===== src/rtl/evc_pkg.sv =====
// Shared definitions for the selectable event counter.
// Assumes a 3-bit selector whose value 0 means "off".
package evc_pkg;
    localparam int EVC_SEL_W = 3;
    localparam int EVC_N_EVT = (1 << EVC_SEL_W) - 1;
    typedef logic [EVC_SEL_W-1:0] evc_sel_t;
endpackage


===== src/rtl/evc_sel_reg.sv =====
// Selector register: holds the event class chosen by software.
// Assumes the write strobe is a single-cycle pulse from the register port.
module evc_sel_reg
    import evc_pkg::*;
(
    input  logic     clk,
    input  logic     rst_n,
    input  logic     wr_i,
    input  evc_sel_t wdata_i,
    output evc_sel_t sel_o
);
    evc_sel_t sel_q;

    // Capture a new selector on a write, otherwise hold.
    always_ff @(posedge clk) begin
        if (!rst_n)    sel_q <= '0;
        else if (wr_i) sel_q <= wdata_i;
    end

    assign sel_o = sel_q;

    assert_sel_load_R2: assert property (@(posedge clk) disable iff (!rst_n)
        wr_i |=> sel_o == $past(wdata_i));
endmodule


===== src/rtl/evc_evt_mux.sv =====
// Event picker: forwards the strobe chosen by the selector as one increment
// request. Selector 0 maps to a constant zero, and a pending fatal error
// blocks the request.
module evc_evt_mux
    import evc_pkg::*;
#(
    parameter int N_EVT = EVC_N_EVT
) (
    input  evc_sel_t         sel_i,
    input  logic [N_EVT-1:0] evt_i,
    input  logic             fatal_i,
    output logic             hit_o
);
    localparam int N_SLOT = N_EVT + 1;
    logic [N_SLOT-1:0] slot;

    // Slot 0 is the "off" code; slots 1..N_EVT carry the strobes.
    assign slot[0] = 1'b0;
    for (genvar k = 1; k < N_SLOT; k++) begin : g_slot
        assign slot[k] = evt_i[k-1];
    end

    // Choose the active slot and gate it with the fatal flag.
    always_comb begin
        hit_o = slot[sel_i] & ~fatal_i;
    end
endmodule


===== src/rtl/evc_sat_cnt.sv =====
// Saturating up-counter: counts by one per request and stops at all ones.
// A clear has priority over an increment.
module evc_sat_cnt #(
    parameter int W = 32
) (
    input  logic         clk,
    input  logic         rst_n,
    input  logic         clr_i,
    input  logic         inc_i,
    output logic [W-1:0] cnt_o
);
    localparam logic [W-1:0] MAXV = '1;
    logic [W-1:0] cnt_q;

    // Clear, step, or hold the count.
    always_ff @(posedge clk) begin
        if (!rst_n)                      cnt_q <= '0;
        else if (clr_i)                  cnt_q <= '0;
        else if (inc_i && cnt_q != MAXV) cnt_q <= cnt_q + 1'b1;
    end

    assign cnt_o = cnt_q;

    assert_clear_R4: assert property (@(posedge clk) disable iff (!rst_n)
        clr_i |=> cnt_o == '0);
    assert_no_wrap_R8: assert property (@(posedge clk) disable iff (!rst_n)
        (cnt_o == MAXV && !clr_i) |=> cnt_o == MAXV);
    assert_one_step_R9: assert property (@(posedge clk) disable iff (!rst_n)
        !clr_i |=> (cnt_o == $past(cnt_o) || cnt_o == $past(cnt_o) + 1'b1));
endmodule


===== src/rtl/evt_counter.sv =====
// Selectable bus event counter, top level.
// Assumes the event strobes are synchronous to clk and one cycle wide per event.
module evt_counter
    import evc_pkg::*;
#(
    parameter int CNT_W = 32
) (
    input  logic                 clk,
    input  logic                 rst_n,
    input  logic [EVC_N_EVT-1:0] evt_i,
    input  logic                 fatal_pend_i,
    input  logic                 sel_wr_i,
    input  logic [EVC_SEL_W-1:0] sel_wdata_i,
    input  logic                 cnt_clr_i,
    output logic [CNT_W-1:0]     count_o,
    output logic [EVC_SEL_W-1:0] sel_o
);
    evc_sel_t sel;
    logic     hit;
    logic     zap;

    // A selector write and an explicit clear both restart the count.
    assign zap = sel_wr_i | cnt_clr_i;

    evc_sel_reg i_sel (
        .clk(clk), .rst_n(rst_n), .wr_i(sel_wr_i),
        .wdata_i(sel_wdata_i), .sel_o(sel)
    );

    evc_evt_mux #(.N_EVT(EVC_N_EVT)) i_mux (
        .sel_i(sel), .evt_i(evt_i), .fatal_i(fatal_pend_i), .hit_o(hit)
    );

    evc_sat_cnt #(.W(CNT_W)) i_cnt (
        .clk(clk), .rst_n(rst_n), .clr_i(zap), .inc_i(hit), .cnt_o(count_o)
    );

    assign sel_o = sel;

    assert_wr_clears_R3: assert property (@(posedge clk) disable iff (!rst_n)
        sel_wr_i |=> count_o == '0);
    assert_off_holds_R5: assert property (@(posedge clk) disable iff (!rst_n)
        (sel_o == '0 && !zap) |=> $stable(count_o));
    assert_fatal_holds_R7: assert property (@(posedge clk) disable iff (!rst_n)
        (fatal_pend_i && !zap) |=> $stable(count_o));
endmodule


===== config.mk =====
export PLATFORM = sky130hd
export DESIGN_NAME = evt_counter
export DESIGN_NICKNAME = d
export VERILOG_FILES = /design/src/rtl/evc_pkg.sv /design/src/rtl/evc_sel_reg.sv /design/src/rtl/evc_evt_mux.sv /design/src/rtl/evc_sat_cnt.sv /design/src/rtl/evt_counter.sv
export SDC_FILE = /design/constraint.sdc
export NUM_CORES = 1
export LEC_CHECK = 0
export BUFFER_PORTS_ARGS = -buffer_cell sky130_fd_sc_hd__buf_4
export CORE_AREA = 2 2 64 78
export CTS_BUF_LIST = sky130_fd_sc_hd__clkbuf_8
export DETAILED_ROUTE_END_ITERATION = 8
export DIE_AREA = 0 0 66 80
export GPL_ROUTABILITY_DRIVEN = 0
export GPL_TIMING_DRIVEN = 0
export PLACE_DENSITY = 0.66
export SLEW_MARGIN = 20
export SYNTH_ARGS = -nofsm -noshare
export SYNTH_HDL_FRONTEND = slang
export SYNTH_SLANG_ARGS = --single-unit

===== constraint.sdc =====
create_clock -name clk -period 2.4 [get_ports clk]
set_input_delay 0.24 -clock clk [delete_from_list [all_inputs] [get_ports clk]]
set_output_delay 0.24 -clock clk [all_outputs]
set_load 0.1 [all_outputs]

==> qor.yml <==
hold_violations: 0
netlist_area_sq_mm: 0.00199
post-route-period-util_pct: 88.9
placed_area_sq_mm: 0.00246
fill_cells: 439
final_util_pct: 56.5
reg2reg_slack_ns: 0.27
cts_num_sinks: 35
clock_skew_ns: 0.00735
die_y_microns: 80
synthAdderAreaFrac_pct: 0.627
drtAntennaViolNets: 0
cts_tree: "yes"
synth_cell_type_count: 44
syn_area_per_cell_sq_um: 8.79
fin_crit_ns: 2.13
cts_max_path_buffers: 2
worst_setup_path_start_kind: "register"
pwr-share-seq_pct: 50.0
syn_to_final_growth_pct: 28.2
clock_latency_ns: 0.29
slew_violations: 0
synth-compound-area-share_pct: 16.7
antenna_found_initial: 0
worst-setup-path-type: "register to register"
max_freq_mhz: 469
grt_pass1_wl_microns: 8750
post_cts_buffers: 0
cts_resized: 0
drt_iter0_drc: 95
fp.dieArea_sq_mm: 0.00528
core-area_sq_mm: 0.00453
cap_violations: 0
io_pins: 50
ff2ff_path_depth: 7
peakVddDrop_mv: 0.319
placement.io_buffers: 49
worstMarginPinSlew_ns: 0.540
vias_per_cell: 5.77
hold_depth: 2
nNetsFinal: 299
initial_core_util_pct: 44.1
grt_overflow: 0
ys_seq_area_share_pct: 35.1
layout_commonest_cell: "buf_4"
final_cell_mix: "buf_4 (50), a21oi_1 (21), nand2_1 (19), dfxtp_1 (18)"
grt_pass1_vias: 1803
htree_levels: 2
setup_violations: 0
r2r-end: "i_cnt.cnt_o[14]"
grtUsageTotal_pct: 21.4
yosys.area_share.simple_pct: 35.1
cp_max_fo: 8
rows: 27
vias: 1972
async_flop_share_pct: 0
worstHoldPathType: "input pin to register"
drt-pass1-iter-count: 4
drive_gt1_share_pct: 32.7
final_cell_area_sq_mm: 0.00256
finalSetupTns_ns: 0
netlist_instances: 227
p_leak_uw: 0.000938
synth_top_family_by_area: "simple AND/OR/NAND/NOR gates"
reg2reg_from: "i_cnt.cnt_o[0]"
setup.worst_path.end_class: "register"
status: "finished clean"
slew_headroom_pct: 64.0
synth_mux_area_share_pct: 7.21
synth.net_count: 243
cts_hold_buffers: 0
power_frac_comb_pct: 9.3
p_int_uw: 885
cp.required_ns: 2.62
synth_xor_area_share_pct: 0
switching_share_pct: 24.8
drc: 0
rsz0062_at_grt: "false"
finalWirelength_microns: 5210
min-delay-start: "rst_n"
p_sw_uw: 291
hold_end: "i_sel.sel_o[2]"
synth_edf_count: 0
cts.clk_slew.worst_paths_ns: 0.08
dp_hpwl_microns: 3710
power_density_mw_per_mm2: 460
arrival_ns: 2.35
grt_max_degree: 11
die_x_microns: 66
diodes: 0
routedWlPerCell_microns: 15.2
yosys_warnings: 0
root_buffer: "clkbuf_8"
p_clk_share_pct: 40.7
ys.flop_type: "dfxtp_1"
ys_ff_latch: 35
cts_buffers: 5
[through the flow]
| step | worst slack [ns] | power, uW | hold WS, ns | instances |
|---|---|---|---|---|
| 2_1_floorplan | -0.00497 | 673 | 0.368 | 227 |
| 3_5_place_dp | 0.303 | 712 | 0.475 | 334 |
| 3_3_place_gp | 0.290 | 711 | 0.472 | 334 |
| 6_report | 0.266 | 1180 | 0.191 | 342 |
| 5_1_grt | 0.0463 | 1220 | 0.188 | 342 |
| 4_1_cts | 0.274 | 1190 | 0.187 | 342 |
[final cells by class]
class / count / area (sq um) / area share, %
Sequential cell: 35 / 722 / 28.2
Inverter: 2 / 7.51 / 0.294
Clock inverter: 1 / 3.75 / 0.147
Buffer: 16 / 97.6 / 3.82
Clock buffer: 7 / 96.3 / 3.77
Multi-Input combinational cell: 174 / 1190 / 46.5
Tap cell: 58 / 72.6 / 2.84
Timing Repair Buffer: 49 / 368 / 14.4
[power by group through the flow]
| stage | logic, uW | clock network [uW] | registers [uW] |
|---|---|---|---|
| global route | 118 | 514 | 589 |
| floorplan | 49.1 | 0 | 624 |
| finish | 109 | 478 | 588 |
| global placement | 110 | 0 | 602 |
| CTS | 110 | 490 | 588 |
| detailed placement | 110 | 0 | 602 |
[kinds of logic (layout without fill, tap and decap cells)]
group	count (synthesis)	count (layout)
adders and majority gates	1	1
DFF	35	35
buffers and inverters	18	75
and+or+nand+nor	110	110
muxes	13	13
AOI/OAI and AO/OA	50	50
[cell usage after synthesis, types with 4 or more instances]
library cell	instances	area, sq um
dfxtp_1	35	701
a21oi_1	21	105
nand2_1	19	71.3
o31ai_1	17	128
or4_1	17	128
nand4_1	13	81.3
mux2i_1	11	110
nand3_1	10	50.1
and4_1	9	78.8
nand2b_1	8	50.1
and2_1	5	31.3
and3_1	5	31.3
nor4_1	5	31.3
buf_2	4	20.0
clkbuf_1	4	15.0
[state kept, by name (all words and copies together), names as in the netlist]
signal / cells
i_sel.sel_o: 3
i_cnt.cnt_o: 32
[worst max-delay path: stages (launching register included)]
cell and delay (ns):
dfxtp_2 0.40, ha_1 0.22, and2_1 0.15, and2_1 0.12, buf_1 0.33, nand2_1 0.25, or4_1 0.44, a21oi_1 0.15
[worst max-delay path by stage]
stage / cells after the start / slack (ns) / endpoint / start
floorplan: 7 / -0.005 / i_cnt.cnt_o[1] / i_cnt.cnt_o[16]
global placement: 7 / 0.29 / i_cnt.cnt_o[24] / i_cnt.cnt_o[0]
detailed placement: 7 / 0.30 / i_cnt.cnt_o[18] / i_cnt.cnt_o[0]
CTS: 7 / 0.27 / i_cnt.cnt_o[18] / i_cnt.cnt_o[0]
global route: 7 / 0.05 / i_cnt.cnt_o[26] / i_cnt.cnt_o[0]
finish: 7 / 0.27 / i_cnt.cnt_o[14] / i_cnt.cnt_o[0]
[metal layers]
metal,global-route usage [%],vias to the layer above,routed length [microns]
met1,26.6,925,2350
li1,-,1000,-
met3,4.51,8,186
met2,36.4,39,2590
met4,6.94,0,76
met5,0,-,0
(Power assumes the default switching activity.)
